<file path="config.mk">
export PLATFORM = sky130hd
export DESIGN_NAME = dsc_cond_eval
export DESIGN_NICKNAME = d
export VERILOG_FILES = /design/src/rtl/dce_pkg.sv /design/src/rtl/dce_sel_reg.sv /design/src/rtl/dce_cond_unit.sv /design/src/rtl/dsc_cond_eval.sv
export SDC_FILE = /design/constraint.sdc
export NUM_CORES = 1
export LEC_CHECK = 0
export BUFFER_PORTS_ARGS = -buffer_cell sky130_fd_sc_hd__buf_2
export CORE_UTILIZATION = 45
export DETAILED_ROUTE_END_ITERATION = 8
export MAX_ROUTING_LAYER = met4
export PLACE_DENSITY = 0.82
export SLEW_MARGIN = 20
export SYNTH_ARGS = -nofsm -noshare
export SYNTH_HDL_FRONTEND = slang
export SYNTH_SLANG_ARGS = --single-unit
</file>
<file path="constraint.sdc">
create_clock -name clk_i -period 3.2 [get_ports clk_i]
set_input_delay 0.32 -clock clk_i [delete_from_list [all_inputs] [get_ports clk_i]]
set_output_delay 0.32 -clock clk_i [all_outputs]
set_load 0.02 [all_outputs]
</file>
<file path="src/rtl/dce_pkg.sv">
`timescale 1ns/1ps
package dce_pkg;
  typedef enum logic [1:0] {
    CM_NEVER    = 2'b00,
    CM_IF_TRUE  = 2'b01,
    CM_IF_FALSE = 2'b10,
    CM_ALWAYS   = 2'b11
  } cond_mode_e;

  localparam int NUM_KINDS = 3;
  localparam int K_INTR    = 0;
  localparam int K_BRANCH  = 1;
  localparam int K_WAIT    = 2;
  localparam int MODE_W    = 2;
endpackage

</file>
<file path="src/rtl/dce_sel_reg.sv">
`timescale 1ns/1ps
module dce_sel_reg #(
  parameter int DATA_W   = 32,
  parameter int COND_W   = 4,
  parameter int MASK_LSB = 16
) (
  input  logic              clk_i,
  input  logic              rst_ni,
  input  logic              we_i,
  input  logic [DATA_W-1:0] wdata_i,
  output logic [COND_W-1:0] mask_o,
  output logic [COND_W-1:0] cmp_o,
  output logic [DATA_W-1:0] rdata_o
);
  localparam logic [DATA_W-1:0] FIELD_ONES = DATA_W'((1 << COND_W) - 1);
  localparam logic [DATA_W-1:0] KEEP_MASK  = FIELD_ONES | (FIELD_ONES << MASK_LSB);

  logic [DATA_W-1:0] q;

  always_ff @(posedge clk_i or negedge rst_ni) begin
    if (!rst_ni)   q <= '0;
    else if (we_i) q <= wdata_i & KEEP_MASK;
  end

  assign mask_o  = q[MASK_LSB +: COND_W];
  assign cmp_o   = q[COND_W-1:0];
  assign rdata_o = q;

  AST_SEL_HOLD: assert property (@(posedge clk_i) disable iff (!rst_ni)
    !we_i |=> $stable(rdata_o));
endmodule

</file>
<file path="src/rtl/dce_cond_unit.sv">
`timescale 1ns/1ps
module dce_cond_unit
  import dce_pkg::*;
#(
  parameter int DEV_W  = 8,
  parameter int COND_W = 4
) (
  input  logic [DEV_W-1:0]  status_i,
  input  logic [COND_W-1:0] mask_i,
  input  logic [COND_W-1:0] cmp_i,
  input  cond_mode_e        mode_i,
  output logic              act_o
);
  localparam int PAD_W = DEV_W - COND_W;

  logic [DEV_W-1:0] mask_ext, cmp_ext;
  logic             cond;

  // upper status bits meet a zero mask, so they never take part
  assign mask_ext = {{PAD_W{1'b0}}, mask_i};
  assign cmp_ext  = {{PAD_W{1'b0}}, cmp_i};
  assign cond     = (status_i & mask_ext) == (cmp_ext & mask_ext);

  always_comb begin
    unique case (mode_i)
      CM_NEVER:    act_o = 1'b0;
      CM_IF_TRUE:  act_o = cond;
      CM_IF_FALSE: act_o = !cond;
      CM_ALWAYS:   act_o = 1'b1;
      default:     act_o = 1'b0;
    endcase
  end
endmodule

</file>
<file path="src/rtl/dsc_cond_eval.sv">
`timescale 1ns/1ps
module dsc_cond_eval
  import dce_pkg::*;
#(
  parameter int DATA_W   = 32,
  parameter int DEV_W    = 8,
  parameter int COND_W   = 4,
  parameter int MASK_LSB = 16
) (
  input  logic              clk_i,
  input  logic              rst_ni,
  input  logic              wr_en_i,
  input  logic [1:0]        wr_addr_i,
  input  logic [DATA_W-1:0] wr_data_i,
  input  logic [1:0]        rd_addr_i,
  output logic [DATA_W-1:0] rd_data_o,
  input  logic [DEV_W-1:0]  dev_status_i,
  input  logic              desc_valid_i,
  input  logic [5:0]        desc_ctrl_i,
  input  logic              irq_clr_i,
  output logic              result_valid_o,
  output logic              irq_pulse_o,
  output logic              irq_o,
  output logic              take_branch_o,
  output logic              stall_o
);
  localparam int CTRL_W = NUM_KINDS * MODE_W;

  logic [NUM_KINDS-1:0] fire;
  logic [NUM_KINDS-1:0] act_q;
  logic [DATA_W-1:0]    rdata [NUM_KINDS];
  logic                 valid_q, irq_q;

  for (genvar k = 0; k < NUM_KINDS; k++) begin : g_kind
    localparam int LSB = (NUM_KINDS - 1 - k) * MODE_W;
    logic [COND_W-1:0] mask, cmp;
    logic              we;

    assign we = wr_en_i && (wr_addr_i == 2'(k));

    dce_sel_reg #(.DATA_W(DATA_W), .COND_W(COND_W), .MASK_LSB(MASK_LSB)) u_sel (
      .clk_i  (clk_i),
      .rst_ni (rst_ni),
      .we_i   (we),
      .wdata_i(wr_data_i),
      .mask_o (mask),
      .cmp_o  (cmp),
      .rdata_o(rdata[k])
    );

    dce_cond_unit #(.DEV_W(DEV_W), .COND_W(COND_W)) u_cond (
      .status_i(dev_status_i),
      .mask_i  (mask),
      .cmp_i   (cmp),
      .mode_i  (cond_mode_e'(desc_ctrl_i[LSB +: MODE_W])),
      .act_o   (fire[k])
    );
  end

  always_comb begin
    rd_data_o = '0;
    if (32'(rd_addr_i) < NUM_KINDS) rd_data_o = rdata[rd_addr_i];
  end

  always_ff @(posedge clk_i or negedge rst_ni) begin
    if (!rst_ni) begin
      valid_q <= 1'b0;
      act_q   <= '0;
      irq_q   <= 1'b0;
    end else begin
      valid_q <= desc_valid_i;
      act_q   <= desc_valid_i ? fire : '0;
      // a new event wins over a clear in the same cycle
      if (desc_valid_i && fire[K_INTR]) irq_q <= 1'b1;
      else if (irq_clr_i)               irq_q <= 1'b0;
    end
  end

  assign result_valid_o = valid_q;
  assign irq_pulse_o    = act_q[K_INTR];
  assign take_branch_o  = act_q[K_BRANCH];
  assign stall_o        = act_q[K_WAIT];
  assign irq_o          = irq_q;

  AST_IDLE_QUIET: assert property (@(posedge clk_i) disable iff (!rst_ni)
    !desc_valid_i |=> !(result_valid_o || irq_pulse_o || take_branch_o || stall_o));
  AST_NEVER_BRANCH: assert property (@(posedge clk_i) disable iff (!rst_ni)
    desc_valid_i && desc_ctrl_i[3:2] == 2'b00 |=> !take_branch_o);
  AST_ALWAYS_WAIT: assert property (@(posedge clk_i) disable iff (!rst_ni)
    desc_valid_i && desc_ctrl_i[1:0] == 2'b11 |=> stall_o);
  AST_IRQ_WITH_PULSE: assert property (@(posedge clk_i) disable iff (!rst_ni)
    irq_pulse_o |-> irq_o);
  AST_IRQ_STICKY: assert property (@(posedge clk_i) disable iff (!rst_ni)
    irq_o && !irq_clr_i |=> irq_o);
endmodule

</file>
==> flow_summary.toml, run 1 <==
[sta]
maxSlewViolCount = 0
hold_viol = 0
period_share_pct = 55.0
worst_pin_slew_ns = 0.641
fin_setup_tns_ns = 0
final.min_clock_period_ns = 1.76
setup_viol = 0
max_clock_freq_mhz = 568
max_slew_margin_pct = 57.3
skew_ns = 0.00459
rsz0062_at_grt = "false"

[yosys]
syn_avg_cell_area_um2 = 11.6
synth_cells = 140
synth-edff-count = 0
synth_flop_cell = "dfrtp_1"
async_flop_share_pct = 100
syn_area_um2 = 1620
ys_warn_count = 0
synth.distinct_cells = 19
synth-seq-cells = 29
yosysSeqAreaShare_pct = 44.9

[critical_path]
critPathMaxFanout = 9
arrival_ns = 1.44
worstPathRequired_ns = 2.88
path_class = "in2out"
startpoint_type = "primary input"
cp-end-kind = "primary output"

[floorplanning]
ios = 92
rows = 21
die_w_um = 62.0
dieArea_um2 = 3840
die_h_um = 62.0
coreArea_um2 = 3390
start_util_pct = 47.7

[status]
status = "completed"

[clock_network]
tritoncts = "yes"
cts_sinks = 29
post_cts_buffers = 0
cts_root_buf = "clkbuf_4"
ctsHoldBuffers = 0
htreeDepth = 2
cts.clk_slew.worst_paths_ns = 0.09
cts_buffers = 5
cts_resized = 0
clockBufferDepth = 2
worstSkewPairLatency_ns = 0.32

[cells_and_area]
syn_to_final_growth_pct = 13.5
drive_gt1_share_pct = 41.3
fin_area_um2 = 1840
final_nets = 238
ff_latch_area_um2 = 726
diodes = 0
final.fill_count = 323
multiInputGateArea_um2 = 781

[power_and_ir_drop]
power_mw = 1.03
ir_worst_vdd_mv = 0.350
power.density_nw_per_um2 = 560
cellLeakagePower_nw = 0.921

[placement]
numPortBuffers = 39
globalplace.congestion = 0.776
dp_hpwl_um = 2260
place_area_um2 = 1770

[global_routing]
grt_max_degree = 30
first_global_vias = 992
grtUsageTotal_pct = 18.6
grt_pass1_wl_um = 4750
gr-total-overflow = 0
antenna_found_initial = 0

[min_path]
hold_path_class = "in2async"

[route]
vias = 1105
drtIter0Drc = 33
post-route-drc-count = 0
wl_per_cell_um = 12.9
finalWirelength_um = 2960
via_per_inst = 4.80
dr.pass1.iters = 4
ant_nets = 0

[run]
cap_violations = 0
cell families (layout without fill, tap and decap cells):
kind of cell | Yosys count | after routing | synth area share [%]
multiplexers | 32 | 32 | 21.7
flip-flops | 29 | 29 | 44.9
buffers and inverters | 28 | 49 | 12.2
AO/OA/AOI/OAI | 21 | 21 | 8.43
AND/OR/NAND/NOR | 17 | 17 | 6.11
XOR/XNOR | 12 | 12 | 6.50
other | 1 | 24 | 0.232
Yosys cell counts, types with 2 or more instances:
cell | instances | area (um2)
buf_4 | 24 | 180
a21oi_1 | 2 | 10.0
buf_2 | 2 | 10.0
a21bo_2 | 2 | 20.0
nand3b_2 | 2 | 22.5
nand2_1 | 11 | 41.3
inv_1 | 2 | 7.51
mux2_2 | 24 | 270
o21ai_0 | 9 | 45.0
a22oi_1 | 6 | 45.0
nand3_1 | 2 | 10.0
xor2_1 | 12 | 105
dfrtp_1 | 29 | 726
mux2i_1 | 8 | 80.1
report_power, final:
group	switching (mW)	internal, mW	leakage [nW]
Clock	0.122	0.127	0.0413
Combinational	0.163	0.129	0.533
Sequential	0.0514	0.435	0.347
worst max-delay path: stages:
cell and delay [ns]:
buf_2 0.19, nor2b_1 0.52, nand2_1 0.09, o21ai_0 0.11, buf_2 0.20
worst paths after layout:
path                            cells after the start                                    start                                      end  slack, ns
worst min register to register                      1  g_kind[2].u_sel.rdata_o[19]$_DFFE_PN0P_  g_kind[2].u_sel.rdata_o[19]$_DFFE_PN0P_       0.54
max in group asynchronous                           1                                   rst_ni   g_kind[1].u_sel.rdata_o[0]$_DFFE_PN0P_       2.77
min in group clk_i                                  1                             desc_valid_i                 result_valid_o$_DFF_PN0_       0.16
worst min-delay path                                1                                   rst_ni  g_kind[0].u_sel.rdata_o[18]$_DFFE_PN0P_       0.01
worst max-delay path                                5                             rd_addr_i[1]                            rd_data_o[17]       1.44
worst max register to register                      4   g_kind[0].u_sel.rdata_o[3]$_DFFE_PN0P_                        irq_o$_DFFE_PN0P_       1.96
area by class of cell:
type | count | share of cell area [%]
Clock buffer | 7 | 3.54
Clock inverter | 1 | 0.272
Inverter | 2 | 0.409
Multi-Input combinational cell | 106 | 42.5
Sequential cell | 29 | 39.5
Tap cell | 46 | 3.13
Timing Repair Buffer | 39 | 10.6
sequential cells by signal, indices dropped and copies added (netlist names):
register and count:
act_q 3, g_kind.u_sel.rdata_o 24, irq_o 1, result_valid_o 1
layer usage:
| metal | vias up | share of wire (%) | global-route usage, % |
|---|---|---|---|
| li1 | 525 | - | - |
| met1 | 513 | 46 | 24.9 |
| met2 | 62 | 45 | 27.1 |
| met3 | 5 | 7.3 | 5.59 |
| met4 | 0 | 1.5 | 5.71 |
| met5 | - | 0 | - |
through the flow:
stage	setup slack (ns)	hold slack (ns)	utilization, %	std cells
floorplan	1.77	0.0244	-	163
global placement	1.43	0.375	52.1	222
detailed placement	1.46	0.381	52.1	222
CTS	1.45	0.0244	54.2	230
global route	1.31	0.0466	54.2	230
finish	1.44	0.0104	54.2	230
cell usage in the layout (no fill, tap or decap):
master    synthesis  routed
a22oi_1           6       6
mux2i_1           8       8
o21ai_0           9       9
inv_1             2       2
a21o_1            1       1
nand3b_2          2       2
dfrtp_1          29      29
nand3_1           2       2
mux2_2           24      24
o221ai_1          1       1
a21bo_2           2       2
nor3b_4           1       1
a21oi_1           2       2
clkbuf_4          0       5
clkinv_2          0       1
xor2_1           12      12
nand2_1          11      11
buf_2             2      39
nor2b_1           1       1
conb_1            1      24
clkbuf_8          0       2
Note: power is estimated with default switching activity, not from simulation.
==> run 2: changes to the inputs <==
--- a/config.mk
+++ b/config.mk
@@ -5,11 +5,12 @@
 export SDC_FILE = /design/constraint.sdc
 export NUM_CORES = 1
 export LEC_CHECK = 0
+export ABC_AREA = 1
 export BUFFER_PORTS_ARGS = -buffer_cell sky130_fd_sc_hd__buf_2
-export CORE_UTILIZATION = 45
+export CORE_UTILIZATION = 40
 export DETAILED_ROUTE_END_ITERATION = 8
 export MAX_ROUTING_LAYER = met4
-export PLACE_DENSITY = 0.82
+export PLACE_DENSITY = 0.75
 export SLEW_MARGIN = 20
 export SYNTH_ARGS = -nofsm -noshare
 export SYNTH_HDL_FRONTEND = slang
==> constraint.sdc (replaced) <==
create_clock -name clk_i -period 1.5 [get_ports clk_i]
set_input_delay 0.15 -clock clk_i [delete_from_list [all_inputs] [get_ports clk_i]]
set_output_delay 0.15 -clock clk_i [all_outputs]
set_load 0.02 [all_outputs]
==> flow_summary.toml, run 2 <==
[cells_and_area]
final_nets = 325
final_cell_mix = "nand2_1, buf_2, nor2_1, dfrtp_1, inv_1"
drive_gt1_share_pct = 21.1
syn_to_final_growth_pct = 13.8
final_common_cell = "nand2_1"
diodes = 0
largest_register_ff_count = 24

[sta]
maxSlewViolCount = 0
max_slew_margin_pct = 57.5
final.min_clock_period_ns = 1.40
hold_slack_ns = 0.0247
fin_setup_tns_ns = 0
period_share_pct = 93.5
setup_viol = 0
skew_ns = 0.00579
rsz0062_at_grt = "false"
max_clock_freq_mhz = 713
hold_viol = 0
worst_pin_slew_ns = 0.638

[placement]
dp_hpwl_um = 2580
numPortBuffers = 39
globalplace.congestion = 0.809

[yosys]
synth.most_common_cell = "nand2_1"
ys_top_cells_by_count = "nand2_1, dfrtp_1, nor2_1"
async_flop_share_pct = 100
yosys.area_share.xor_xnor_pct = 0
synth.distinct_cells = 22
syn_avg_cell_area_um2 = 7.47
synth-seq-cells = 29
synthAdderAreaFrac_pct = 0
syn_area_um2 = 1720
synth_top_family_by_area = "simple AND/OR/NAND/NOR gates"
ys_warn_count = 0
synth_cells = 230
yosysSeqAreaShare_pct = 42.2
synth_compound_area_share_pct = 11.7
ys_top_cells_by_area = "dfrtp_1, nand2_1, buf_4, nor2_1, inv_1"
synth-edff-count = 0
synth_flop_cell = "dfrtp_1"
netlist.area_leader.share_pct = 42.2
synth_mux_area_share_pct = 0
synth_top_area_cell = "dfrtp_1"
synthSimpleGateAreaFrac_pct = 26.9

[power_and_ir_drop]
cellLeakagePower_nw = 1.09
power.density_nw_per_um2 = 1210
ir_worst_vdd_mv = 0.572

[route]
post-route-drc-count = 0
vias = 1467
wl_per_cell_um = 11.0
ant_nets = 0
drtIter0Drc = 73
finalWirelength_um = 3510
dr.pass1.iters = 4
via_per_inst = 4.58

[floorplanning]
ios = 92
coreArea_um2 = 4060
rows = 23
start_util_pct = 42.3
die_h_um = 67.5
die_w_um = 67.5
dieArea_um2 = 4560

[critical_path]
startpoint_type = "flip-flop"
path_class = "reg2out"
worstPathRequired_ns = 1.35
arrival_ns = 1.25
cp-end-kind = "primary output"
critPathMaxFanout = 4

[clock_network]
cts_sinks = 29
htreeDepth = 2
cts_resized = 0
worstSkewPairLatency_ns = 0.29
ctsHoldBuffers = 1
cts_root_buf = "clkbuf_8"
clockBufferDepth = 2
cts.clk_slew.worst_paths_ns = 0.06
tritoncts = "yes"
post_cts_buffers = 0
cts_buffers = 5

[global_routing]
gr-total-overflow = 0
grtUsageTotal_pct = 17.7
first_global_vias = 1230
antenna_found_initial = 0
grt_max_degree = 30
grt_pass1_wl_um = 5500

[status]
status = "completed"

[min_path]
hold_path_class = "in2reg"

[run]
cap_violations = 0
==> run 2: cell types whose count changed after synthesis, sizes merged, moves of 3 or more <==
cell	delta
a22oi	-6
nand3	+16
nand2	+47
mux2	-24
o31ai	+4
xor2	-12
nor2	+32
o32ai	+3
inv	+26
o21ai	+16
mux2i	-8
buf	+4
==> run 2: cells by family after synthesis <==
group,after synthesis
AO/OA/AOI/OAI,34
buffers and inverters,58
flip-flops,29
other,1
AND/OR/NAND/NOR,108
==> run 2: layout make-up <==
cell class | count | area (um2)
clock buffers | 5 | 68.8
clock inverters | 2 | 35.0
fillers | 417 | 2100
inverters | 28 | 105
multi-input cells | 166 | 753
flip-flops and latches | 29 | 726
well taps | 50 | 62.6
repair buffers | 40 | 205
==> run 2: power breakdown <==
| part | switching [mW] | total [mW] | internal (mW) |
|---|---|---|---|
| sequential | 0.0994 | 1.01 | 0.906 |
| combinational | 0.377 | 0.582 | 0.205 |
| clock | 0.291 | 0.773 | 0.482 |
| total | 0.768 | 2.36 | 1.59 |
==> run 2: critical path, stage by stage, from the launching register on <==
cell	delay (ns)
dfrtp_1	0.38
nor2_1	0.06
o32ai_1	0.30
buf_2	0.22
==> run 2: final timing paths <==
path | startpoint | to | slack, ns | cells past startpoint
min in group asynchronous | rst_ni | act_q[1]$_DFF_PN0_ | 0.42 | 2
setup / recovery | g_kind[0].u_sel.rdata_o[1]$_DFFE_PN0P_ | rd_data_o[1] | 0.1 | 3
hold reg to reg | irq_o$_DFFE_PN0P_ | irq_o$_DFFE_PN0P_ | 0.47 | 2
max in group asynchronous | rst_ni | g_kind[1].u_sel.rdata_o[2]$_DFFE_PN0P_ | 0.66 | 2
hold / removal | desc_valid_i | result_valid_o$_DFF_PN0_ | 0.02 | 1
setup reg to reg | g_kind[1].u_sel.rdata_o[2]$_DFFE_PN0P_ | act_q[1]$_DFF_PN0_ | 0.34 | 8
==> run 2: per-stage QoR <==
step	setup WS [ns]	std cells	util, %	cell area (um2)	power, mW
floorplan	0.303	253	-	1800	1.47
global placement	0.282	312	45.4	1840	1.58
detailed placement	0.300	312	45.4	1840	1.60
CTS	0.0825	320	48.2	1960	2.39
global route	0.0220	320	48.2	1960	2.52
finish	0.0970	320	48.2	1960	2.36
==> run 2: routing by layer <==
layer,part of all wire (%),vias up,global-route usage (%)
met5,0,-,-
met4,1.5,0,6.38
met3,7.8,7,6.93
met2,45,57,28.5
met1,45,649,19.6
li1,-,754,-
